--- src/rtl/pp_pkg.sv ---
package pp_pkg;

    // Transfer direction seen from the CPU port.
    typedef enum logic {
        PP_RX = 1'b0,
        PP_TX = 1'b1
    } pp_dir_e;

    // Fixed block placement of the reserved pipes.
    localparam int PP_CTRL_BLKS = 4;
    localparam int PP_FIX6_BLK  = 4;
    localparam int PP_FIX7_BLK  = 5;

endpackage

--- src/rtl/pp_alloc.sv ---
module pp_alloc #(
    parameter int NUM_BLK    = 128,
    parameter int USER_FIRST = 6,
    parameter int SIZE_W     = 5,
    localparam int BLK_W     = $clog2(NUM_BLK)
) (
    input  logic [2:0]        pipe,
    input  logic              dbl,
    input  logic [BLK_W-1:0]  base,
    input  logic [SIZE_W-1:0] size,
    output logic [BLK_W-1:0]  blk0,
    output logic [BLK_W-1:0]  blk1,
    output logic              eff_dbl,
    output logic [SIZE_W-1:0] eff_size,
    output logic              bad
);
    import pp_pkg::*;

    localparam int EW = BLK_W + SIZE_W + 2;

    logic [EW-1:0] span;
    logic [EW-1:0] last_excl;

    always_comb begin
        blk0     = '0;
        eff_dbl  = 1'b0;
        eff_size = '0;
        bad      = 1'b0;
        span     = '0;
        last_excl = '0;
        case (pipe)
            3'd0: begin
                blk0     = '0;
                eff_size = SIZE_W'(PP_CTRL_BLKS - 1);
            end
            3'd6: blk0 = BLK_W'(PP_FIX6_BLK);
            3'd7: blk0 = BLK_W'(PP_FIX7_BLK);
            default: begin
                blk0      = base;
                eff_dbl   = dbl;
                eff_size  = size;
                span      = EW'(size) + EW'(1);
                if (dbl) span = span << 1;
                last_excl = EW'(base) + span;
                bad       = (EW'(base) < EW'(USER_FIRST)) || (last_excl > EW'(NUM_BLK));
            end
        endcase
        blk1 = eff_dbl ? BLK_W'(blk0 + BLK_W'(eff_size) + BLK_W'(1)) : blk0;
    end
endmodule

--- src/rtl/pp_clr.sv ---
module pp_clr #(
    parameter int CLR_GAP = 10,
    localparam int CW     = $clog2(CLR_GAP + 1)
) (
    input  logic clk,
    input  logic rst_n,
    input  logic ctl,
    output logic fire,
    output logic err
);
    logic [CW-1:0] cnt_d, cnt_q;
    logic          fall;

    always_comb begin
        if (!ctl)                          cnt_d = '0;
        else if (cnt_q == CW'(CLR_GAP))    cnt_d = cnt_q;
        else                               cnt_d = cnt_q + CW'(1);
        fall = !ctl && (cnt_q != '0);
        fire = fall && (cnt_q == CW'(CLR_GAP));
        err  = fall && (cnt_q != CW'(CLR_GAP));
    end

    always_ff @(posedge clk or negedge rst_n) begin
        if (!rst_n) cnt_q <= '0;
        else        cnt_q <= cnt_d;
    end
endmodule

--- src/rtl/pipe_pingpong_ctl.sv ---
module pipe_pingpong_ctl #(
    parameter int BLK_BYTES  = 64,
    parameter int NUM_BLK    = 128,
    parameter int USER_FIRST = 6,
    parameter int SIZE_W     = 5,
    parameter int CLR_GAP    = 10,
    localparam int BLK_W     = $clog2(NUM_BLK),
    localparam int LEN_W     = $clog2(BLK_BYTES * (1 << SIZE_W) + 1)
) (
    input  logic              clk,
    input  logic              rst_n,
    input  logic [2:0]        cfg_pipe,
    input  logic              cfg_dir_tx,
    input  logic              cfg_dbl,
    input  logic [BLK_W-1:0]  cfg_base,
    input  logic [SIZE_W-1:0] cfg_size,
    input  logic              clr_ctl,
    input  logic              sie_rx_valid,
    input  logic              sie_rx_ok,
    input  logic [LEN_W-1:0]  sie_rx_len,
    input  logic              sie_tx_req,
    output logic              sie_ack,
    output logic              sie_nak,
    output logic [LEN_W-1:0]  sie_len,
    output logic [BLK_W-1:0]  sie_bank_blk,
    input  logic              cpu_rd,
    input  logic              cpu_wr,
    input  logic              cpu_commit,
    output logic              cpu_ready,
    output logic [LEN_W-1:0]  cpu_len,
    output logic [LEN_W-1:0]  cpu_ptr,
    output logic [BLK_W-1:0]  cpu_bank_blk,
    output logic [BLK_W-1:0]  bank0_blk,
    output logic [BLK_W-1:0]  bank1_blk,
    output logic              cfg_bad,
    output logic              clr_done,
    output logic              clr_err
);
    import pp_pkg::*;

    localparam int BLK_SH = $clog2(BLK_BYTES);

    typedef struct packed {
        logic [1:0]            full;
        logic [1:0][LEN_W-1:0] len;
        logic                  sie_sel;
        logic                  cpu_sel;
        logic [LEN_W-1:0]      ptr;
        logic                  ack;
        logic                  nak;
        logic [LEN_W-1:0]      slen;
        logic                  done;
        logic                  err;
    } st_t;

    st_t st_d, st_q;

    logic              eff_dbl;
    logic [SIZE_W-1:0] eff_size;
    logic [LEN_W-1:0]  bank_bytes;
    logic              clr_fire, clr_short;
    logic [LEN_W-1:0]  wr_cnt;
    logic [1:0]        full_vec;
    pp_dir_e           dir;

    assign dir = pp_dir_e'(cfg_dir_tx);

    pp_alloc #(
        .NUM_BLK   (NUM_BLK),
        .USER_FIRST(USER_FIRST),
        .SIZE_W    (SIZE_W)
    ) u_alloc (
        .pipe    (cfg_pipe),
        .dbl     (cfg_dbl),
        .base    (cfg_base),
        .size    (cfg_size),
        .blk0    (bank0_blk),
        .blk1    (bank1_blk),
        .eff_dbl (eff_dbl),
        .eff_size(eff_size),
        .bad     (cfg_bad)
    );

    pp_clr #(.CLR_GAP(CLR_GAP)) u_clr (
        .clk  (clk),
        .rst_n(rst_n),
        .ctl  (clr_ctl),
        .fire (clr_fire),
        .err  (clr_short)
    );

    assign bank_bytes = (LEN_W'(eff_size) + LEN_W'(1)) << BLK_SH;
    assign wr_cnt     = st_q.ptr + LEN_W'(cpu_wr);

    always_comb begin
        st_d      = st_q;
        st_d.ack  = 1'b0;
        st_d.nak  = 1'b0;
        st_d.done = 1'b0;
        st_d.err  = 1'b0;
        if (clr_fire) begin
            st_d.full    = '0;
            st_d.sie_sel = 1'b0;
            st_d.cpu_sel = 1'b0;
            st_d.ptr     = '0;
            st_d.done    = 1'b1;
        end else begin
            st_d.err = clr_short;
            if (cfg_bad) begin
                if ((dir == PP_RX && sie_rx_valid && sie_rx_ok) ||
                    (dir == PP_TX && sie_tx_req))
                    st_d.nak = 1'b1;
            end else if (dir == PP_RX) begin
                // serial side deposits into its bank
                if (sie_rx_valid && sie_rx_ok) begin
                    if (clr_ctl) begin
                        st_d.ack = 1'b1;
                    end else if (!st_q.full[st_q.sie_sel]) begin
                        st_d.full[st_q.sie_sel] = 1'b1;
                        st_d.len[st_q.sie_sel]  = sie_rx_len;
                        st_d.ack                = 1'b1;
                        st_d.sie_sel            = st_q.sie_sel ^ eff_dbl;
                    end else begin
                        st_d.nak = 1'b1;
                    end
                end
                // CPU side drains its bank
                if (cpu_rd && st_q.full[st_q.cpu_sel]) begin
                    if (st_q.ptr + LEN_W'(1) >= st_q.len[st_q.cpu_sel]) begin
                        st_d.full[st_q.cpu_sel] = 1'b0;
                        st_d.ptr                = '0;
                        st_d.cpu_sel            = st_q.cpu_sel ^ eff_dbl;
                    end else begin
                        st_d.ptr = st_q.ptr + LEN_W'(1);
                    end
                end
            end else begin
                // serial side collects a finished bank
                if (sie_tx_req) begin
                    if (st_q.full[st_q.sie_sel]) begin
                        st_d.full[st_q.sie_sel] = 1'b0;
                        st_d.ack                = 1'b1;
                        st_d.slen               = st_q.len[st_q.sie_sel];
                        st_d.sie_sel            = st_q.sie_sel ^ eff_dbl;
                    end else begin
                        st_d.nak = 1'b1;
                    end
                end
                // CPU side fills its bank
                if (!st_q.full[st_q.cpu_sel] && (cpu_wr || cpu_commit)) begin
                    if (cpu_commit || wr_cnt == bank_bytes) begin
                        st_d.full[st_q.cpu_sel] = 1'b1;
                        st_d.len[st_q.cpu_sel]  = wr_cnt;
                        st_d.ptr                = '0;
                        st_d.cpu_sel            = st_q.cpu_sel ^ eff_dbl;
                    end else begin
                        st_d.ptr = wr_cnt;
                    end
                end
            end
        end
    end

    always_ff @(posedge clk or negedge rst_n) begin
        if (!rst_n) st_q <= '0;
        else        st_q <= st_d;
    end

    assign full_vec     = st_q.full;
    assign sie_ack      = st_q.ack;
    assign sie_nak      = st_q.nak;
    assign sie_len      = st_q.slen;
    assign clr_done     = st_q.done;
    assign clr_err      = st_q.err;
    assign cpu_ptr      = st_q.ptr;
    assign cpu_len      = st_q.len[st_q.cpu_sel];
    assign cpu_ready    = !cfg_bad && ((dir == PP_TX) ? !st_q.full[st_q.cpu_sel]
                                                      :  st_q.full[st_q.cpu_sel]);
    assign sie_bank_blk = st_q.sie_sel ? bank1_blk : bank0_blk;
    assign cpu_bank_blk = st_q.cpu_sel ? bank1_blk : bank0_blk;
endmodule

--- config.mk ---
export PLATFORM = sky130hd
export DESIGN_NAME = pipe_pingpong_ctl
export DESIGN_NICKNAME = d
export VERILOG_FILES = /design/src/rtl/pp_pkg.sv /design/src/rtl/pp_alloc.sv /design/src/rtl/pp_clr.sv /design/src/rtl/pipe_pingpong_ctl.sv
export SDC_FILE = /design/constraint.sdc
export NUM_CORES = 1
export LEC_CHECK = 0
export ABC_AREA = 1
export BUFFER_PORTS_ARGS = -buffer_cell sky130_fd_sc_hd__buf_4
export CORE_MARGIN = 2
export CORE_UTILIZATION = 52
export CTS_CLUSTER_SIZE = 28
export DETAILED_ROUTE_END_ITERATION = 8
export GPL_ROUTABILITY_DRIVEN = 0
export PLACE_DENSITY = 0.85
export SLEW_MARGIN = 5
export SYNTH_ARGS = -nofsm -noshare
export SYNTH_HDL_FRONTEND = slang
export SYNTH_SLANG_ARGS = --single-unit
--- constraint.sdc ---
create_clock -name clk -period 5.4 [get_ports clk]
set_clock_uncertainty 0.1 [all_clocks]
set_input_delay 0.27 -clock clk [delete_from_list [all_inputs] [get_ports clk]]
set_output_delay 0.27 -clock clk [all_outputs]
set_load 0.01 [all_outputs]
==> results.cfg, run 1 <==
[run_status]
status = finished clean

[sta]
max_slew_margin_pct = 38.60
finalCriticalPeriod_ns = 3.597
setup_tns_ns = 0
worstMarginPinSlew_ns = 0.9200
setup-violations-final = 0
period_share_pct = 66.60
hold_viol_final = 0
fmax_mhz = 278.0
setup_ws_ns = 1.803
rsz0062_at_grt = no
slew_viol_final = 0

[hold_path]
min_path_type = in2reg
hold_depth = 2
min-delay-start = clr_ctl
worstHoldEndpoint = clr_err

[worst_setup_path]
r2r-end = cpu_ptr[3]
cp_max_fo = 42
cp_slowest_stage_delay_ns = 0.64
timing.critical_path.cells = buf_4 > o21ai_0 > inv_1 > ha_1 > a21oi_1 > o21ai_0 > a21oi_1 > and2_1 > nand2_1 > inv_1 > nand2_1 > a21oi_1 > nand3_1 > o21ai_0
crit_type = reg2reg
reg2reg_depth = 14
required_ns = 5.55
rr_startpoint = st_q[28]
slowest_stage = dfrtp_2
reg2reg_slack_ns = 1.80
start_kind = register
end_kind = register
arrival_ns = 3.75

[clock_network]
cts_resized = 0
cts_setup_buffers = 0
cts_tree = yes
numCtsBuffers = 9
clockRootBuffer = clkbuf_16
cts.clk_slew.worst_paths_ns = 0.06
clk_path_buf_depth = 2
clk_latency_ns = 0.34
clkSinkCount = 60
htreeDepth = 3

[synth]
synth_cells = 1023
synth_warnings = 0
synth_cell_type_count = 43
synth_top_area_share_pct = 23.62
netlist_top_cells_area = dfrtp_1 24%, nand2_1 20%, o21ai_0 8.3%
ys_seq_elements = 60
synthFlopType = dfrtp_1
synth_area_sq_um = 6357
synth_edf_count = 0
synth-seq-area-share_pct = 23.62
postSynth.asyncResetShare_pct = 100.0
yosysTopAreaCell = dfrtp_1
syn_area_per_cell_sq_um = 6.214
synth_nets = 1095

[flow_run]
drv_cap = 0

[finish]
fin_nets = 1146
final_common_cell = nand2_1
antenna_cells = 0
drive_gt1_share_pct = 15.38
syn_to_final_growth_pct = 14.39
fin_area_sq_um = 7272
final_cell_mix = 339 x nand2_1, 111 x inv_1, 110 x buf_4, 105 x o21ai_0, 67 x nand3_1

[placement]
placed_area_sq_um = 6958
dp_hpwl_mm = 13.30
pre_cts_slack_ns = 1.690
io_buffers = 107

[floorplanning]
die_w_microns = 114.6
dieArea_sq_um = 13130
initial_core_util_pct = 53.15
rows = 40
io_pins = 108
die_h_microns = 114.6
core-area_sq_um = 11960

[routing]
via_per_inst = 5.538
vias = 6790
ant_nets = 0
routed_wl_mm = 18.11
dr.first_iter.drc_count = 741
avgRoutedWirePerCell_microns = 14.77
drc_errors = 0
drt_pass1_iterations = 6

[grt]
grt_max_degree = 61
overflow = 0
grt_pass1_vias = 6301
track_usage_pct = 28.75
antenna_found_initial = 0
grt_first_pass_wirelength_mm = 30.42

[power_and_ir_drop]
comb_power_share_pct = 54.0
power.density_nw_per_um2 = 394.0
swShare_pct = 47.09
clkPwrFrac_pct = 20.7
power_switching_w = 0.001349
p_int_w = 0.001516
pwr-share-seq_pct = 25.3
ir_worst_vdd_uv = 225.7
leakage_nw = 3.815
sequential cells by signal, summed over array words and instances, names as in the netlist:
| signal | cells |
|---|---|
| full_vec | 2 |
| u_clr.cnt_q | 4 |
| clr_done | 1 |
| sie_nak | 1 |
| cpu_ptr | 12 |
| clr_err | 1 |
| st_q | 26 |
| sie_ack | 1 |
| sie_len | 12 |
cell type report:
cell class / count / area, sq um
flip-flops and latches: 60 / 1503
multi-input cells: 769 / 3984
well taps: 147 / 183.9
clock buffers: 11 / 242.7
inverters: 123 / 461.7
fillers: 1113 / 4690
repair buffers: 111 / 835.8
clock inverters: 5 / 61.31
power by group through the flow:
| stage | clock network, W | registers (W) | logic (W) |
|---|---|---|---|
| 2_1_floorplan | 0 | 0.000656 | 0.00119 |
| 3_3_place_gp | 0 | 0.000726 | 0.00149 |
| 3_5_place_dp | 0 | 0.000726 | 0.00152 |
| 4_1_cts | 0.000599 | 0.000721 | 0.00153 |
| 5_1_grt | 0.000622 | 0.000749 | 0.00174 |
| 6_report | 0.000593 | 0.000726 | 0.00155 |
cell families (layout without fill, tap and decap cells):
family | count (synthesis) | in the layout | synth area share, %
buffers and inverters | 194 | 250 | 13.72
muxes | 3 | 3 | 0.4724
adders and majority gates | 34 | 34 | 6.928
xor gates and xnor gates | 20 | 20 | 2.874
DFF | 60 | 60 | 23.62
and+or+nand+nor | 521 | 521 | 35.66
AOI/OAI and AO/OA | 191 | 191 | 16.73
critical path: cells and delay by family, from the launching register on:
family,cells,cell delay [ns]
compound gates,6,1.22
buf+inv,3,0.78
flops,1,0.64
simple gates,4,0.44
fa+ha+maj,1,0.32
how the worst max path moves through the flow:
stage | start | end | slack [ns] | depth (start not counted)
2_1_floorplan | cfg_dbl | st_q[44] | 2.29 | 20
3_3_place_gp | cfg_dbl | sie_len[11] | 1.85 | 16
3_5_place_dp | cfg_dbl | st_q[30] | 1.69 | 18
4_1_cts | cfg_pipe[2] | sie_bank_blk[6] | 1.91 | 16
5_1_grt | st_q[28] | st_q[28] | 1.45 | 17
6_report | st_q[28] | cpu_ptr[3] | 1.80 | 14
synth_stat cells (4+ instances only):
library cell  instances
buf_1                 4
buf_4                29
clkbuf_1             30
inv_1               111
nand3_1              67
ha_1                 32
nand2_2              13
o21bai_1             14
buf_6                 4
o21ai_0             105
o211ai_1              5
xor2_1               17
buf_2                 4
nor2_1               51
a21oi_1              42
nand2_1             339
nand4_1              28
nor2_4                5
a211oi_1              5
dfrtp_1              60
inv_2                 8
nor2_2                5
clkinv_1              4
o21a_1               12
metal layers:
layer  routed length (microns)  share of wire (%)  vias up  GRT usage [%]
met2                      8176                 45      322          45.44
met5                         0                  0        -              0
met1                      7802                 43     3034          38.54
li1                          -                  -     3384              -
met4                       461                2.5        0          9.593
met3                      1672                9.2       50          7.041
stage by stage:
stage | util [%] | cells | power (W) | hold WS [ns]
after floorplan | - | 1023 | 0.001847 | -0.1256
after global placement | 58.17 | 1209 | 0.002213 | 0.3107
after detailed placement | 58.17 | 1209 | 0.002241 | 0.3062
after CTS | 60.80 | 1226 | 0.002849 | 0.06673
after global routing | 60.80 | 1226 | 0.003116 | 0.07321
final | 60.80 | 1226 | 0.002865 | 0.07306
repair_timing:
action                     CTS  global route
hold buffers                 1             0
setup endpoints to repair    0             0
hold endpoints to repair    60             0
Note: power is estimated with default switching activity, not from simulation.
==> run 2: changes to the inputs <==
- PLACE_DENSITY: 0.85 -> 0.88
- clock period: 5.4 -> 3.08 ns (I/O delays scaled with it)
==> run 2 against run 1 <==
  * Clock-buffer cell count grew 2
  * Global-route usage grew 0.34 points
  * Core utilization grew 3.5 points
  * Combinational power grew 100%
  * Clock power grew 75%
  * Register-to-register slack lost 1.6 ns
  * Critical path depth grew 3
  * Wire length grew 4.5%
  * Sequential power grew 71%
  * Critical path type unchanged
==> results.cfg, run 2 (synthesis gave the netlist of run 1 again) <==
[run_status]
status = finished clean

[routing]
ant_nets = 0
drt_pass1_iterations = 7
avgRoutedWirePerCell_microns = 14.94
via_per_inst = 5.626
routed_wl_mm = 18.93
vias = 7128
dr.first_iter.drc_count = 783
drc_errors = 0

[clock_network]
htreeDepth = 3
clk_latency_ns = 0.33
cts_setup_buffers = 0
clockRootBuffer = clkbuf_16
clk_path_buf_depth = 2
numCtsBuffers = 9
cts_tree = yes
clkSinkCount = 60
cts.clk_slew.worst_paths_ns = 0.05

[sta]
slew_viol_final = 0
whs_ns = 0.1321
hold_viol_final = 0
setup-violations-final = 0
worstMarginPinSlew_ns = 0.7930
max_slew_margin_pct = 47.14
setup_tns_ns = 0
fmax_mhz = 342.6
finalCriticalPeriod_ns = 2.919
period_share_pct = 94.78

[finish]
multi_input_area_sq_um = 4021
fin_nets = 1187
drive_gt1_share_pct = 19.38
largest_reg_flops = 26
final_common_cell = nand2_1
fin_area_sq_um = 7689
syn_to_final_growth_pct = 20.94
finalNonFillerCells = 1267
final_util_pct = 64.28
fillCellCount = 1041
regArea_sq_um = 1508
antenna_cells = 0
regMostFlops = st_q
final_cell_mix = 337 x nand2_1, 145 x buf_4, 111 x inv_1, 104 x o21ai_0, 67 x nand3_1

[power_and_ir_drop]
power_switching_w = 0.002477
leakage_nw = 4.047
comb_power_share_pct = 58.0
p_int_w = 0.002947
swShare_pct = 45.67
clkPwrFrac_pct = 19.2
ir_worst_vdd_uv = 440.8
power.density_nw_per_um2 = 705.4
pwr-share-seq_pct = 22.8

[worst_setup_path]
required_ns = 3.20
crit_type = reg2reg
start_kind = register
reg2reg_slack_ns = 0.16
rr_startpoint = st_q[28]
r2r-end = st_q[28]
cp_max_fo = 31
reg2reg_depth = 17
arrival_ns = 3.04
end_kind = register
crit_end = st_q[28]
critPathLaunch = st_q[28]

[grt]
grt_pass1_vias = 6368
antenna_found_initial = 0
overflow = 0
grt_max_degree = 61
grt_first_pass_wirelength_mm = 30.79
track_usage_pct = 29.09

[placement]
placed_area_sq_um = 7321
io_buffers = 107
dp_hpwl_mm = 13.81
dpl.cell_count = 1249

[floorplanning]
io_pins = 108
core-area_sq_um = 11960
dieArea_sq_um = 13130
die_w_microns = 114.6
die_h_microns = 114.6
initial_core_util_pct = 53.15
rows = 40

[flow_run]
drv_cap = 0

[hold_path]
min_path_type = in2reg
-- run 2: cell type report --
class                           count  area share (%)
Clock inverter                      3          0.5858
Tap cell                          147           2.392
Inverter                          123           6.005
Clock buffer                       13           3.385
Multi-Input combinational cell    769           52.30
Sequential cell                    60           19.61
Timing Repair Buffer              152           15.72
-- run 2: worst min-delay path by stage --
| stage | end | from | cells after the start |
|---|---|---|---|
| floorplan | clr_done | rst_n | 0 |
| global placement | cpu_ptr[3] | rst_n | 1 |
| detailed placement | cpu_ptr[5] | rst_n | 1 |
| CTS | st_q[46] | sie_rx_len[4] | 5 |
| global route | st_q[34] | sie_rx_len[4] | 7 |
| finish | st_q[46] | sie_rx_len[4] | 5 |
-- run 2: layer usage --
layer | part of all wire (%) | wire length, microns | global-route usage (%)
met5 | 0 | 0 | 0
met4 | 3.1 | 590 | 11.06
met3 | 9.6 | 1822 | 4.659
met2 | 46 | 8632 | 46.59
met1 | 42 | 7885 | 39.52
-- run 2: critical path, cell delays in order, from the launching register on --
cell	delay [ns]
dfrtp_4	0.61
buf_12	0.20
o21ai_0	0.38
inv_1	0.11
ha_1	0.31
nand2_1	0.05
nor2_1	0.12
nand3_1	0.08
and2_1	0.15
nand2_1	0.07
inv_1	0.05
buf_4	0.15
nand2_1	0.08
nand3_1	0.08
inv_1	0.09
nand2_1	0.05
nand2_1	0.06
nand2_1	0.05
-- run 2: timing repair --
item,in CTS,in global routing
resized for setup,0,14
endpoints found under the setup margin,0,39
hold endpoints to repair,61,0
hold buffers,2,0
-- run 2: power by group through the flow --
stage                     Combinational [W]  Clock [W]  Sequential (W)
after global placement              0.00295          0         0.00123
after detailed placement            0.00302          0         0.00123
after floorplan                     0.00209          0         0.00115
after global routing                0.00346    0.00109         0.00127
final                               0.00314    0.00104         0.00124
after CTS                           0.00307    0.00105         0.00123
-- run 2: per-stage QoR --
stage,total power [W],setup WS [ns]
2_1_floorplan,0.003240,0.07449
3_3_place_gp,0.004181,0.05475
3_5_place_dp,0.004259,-0.01751
4_1_cts,0.005346,0.1146
5_1_grt,0.005829,-0.05534
6_report,0.005424,0.1608
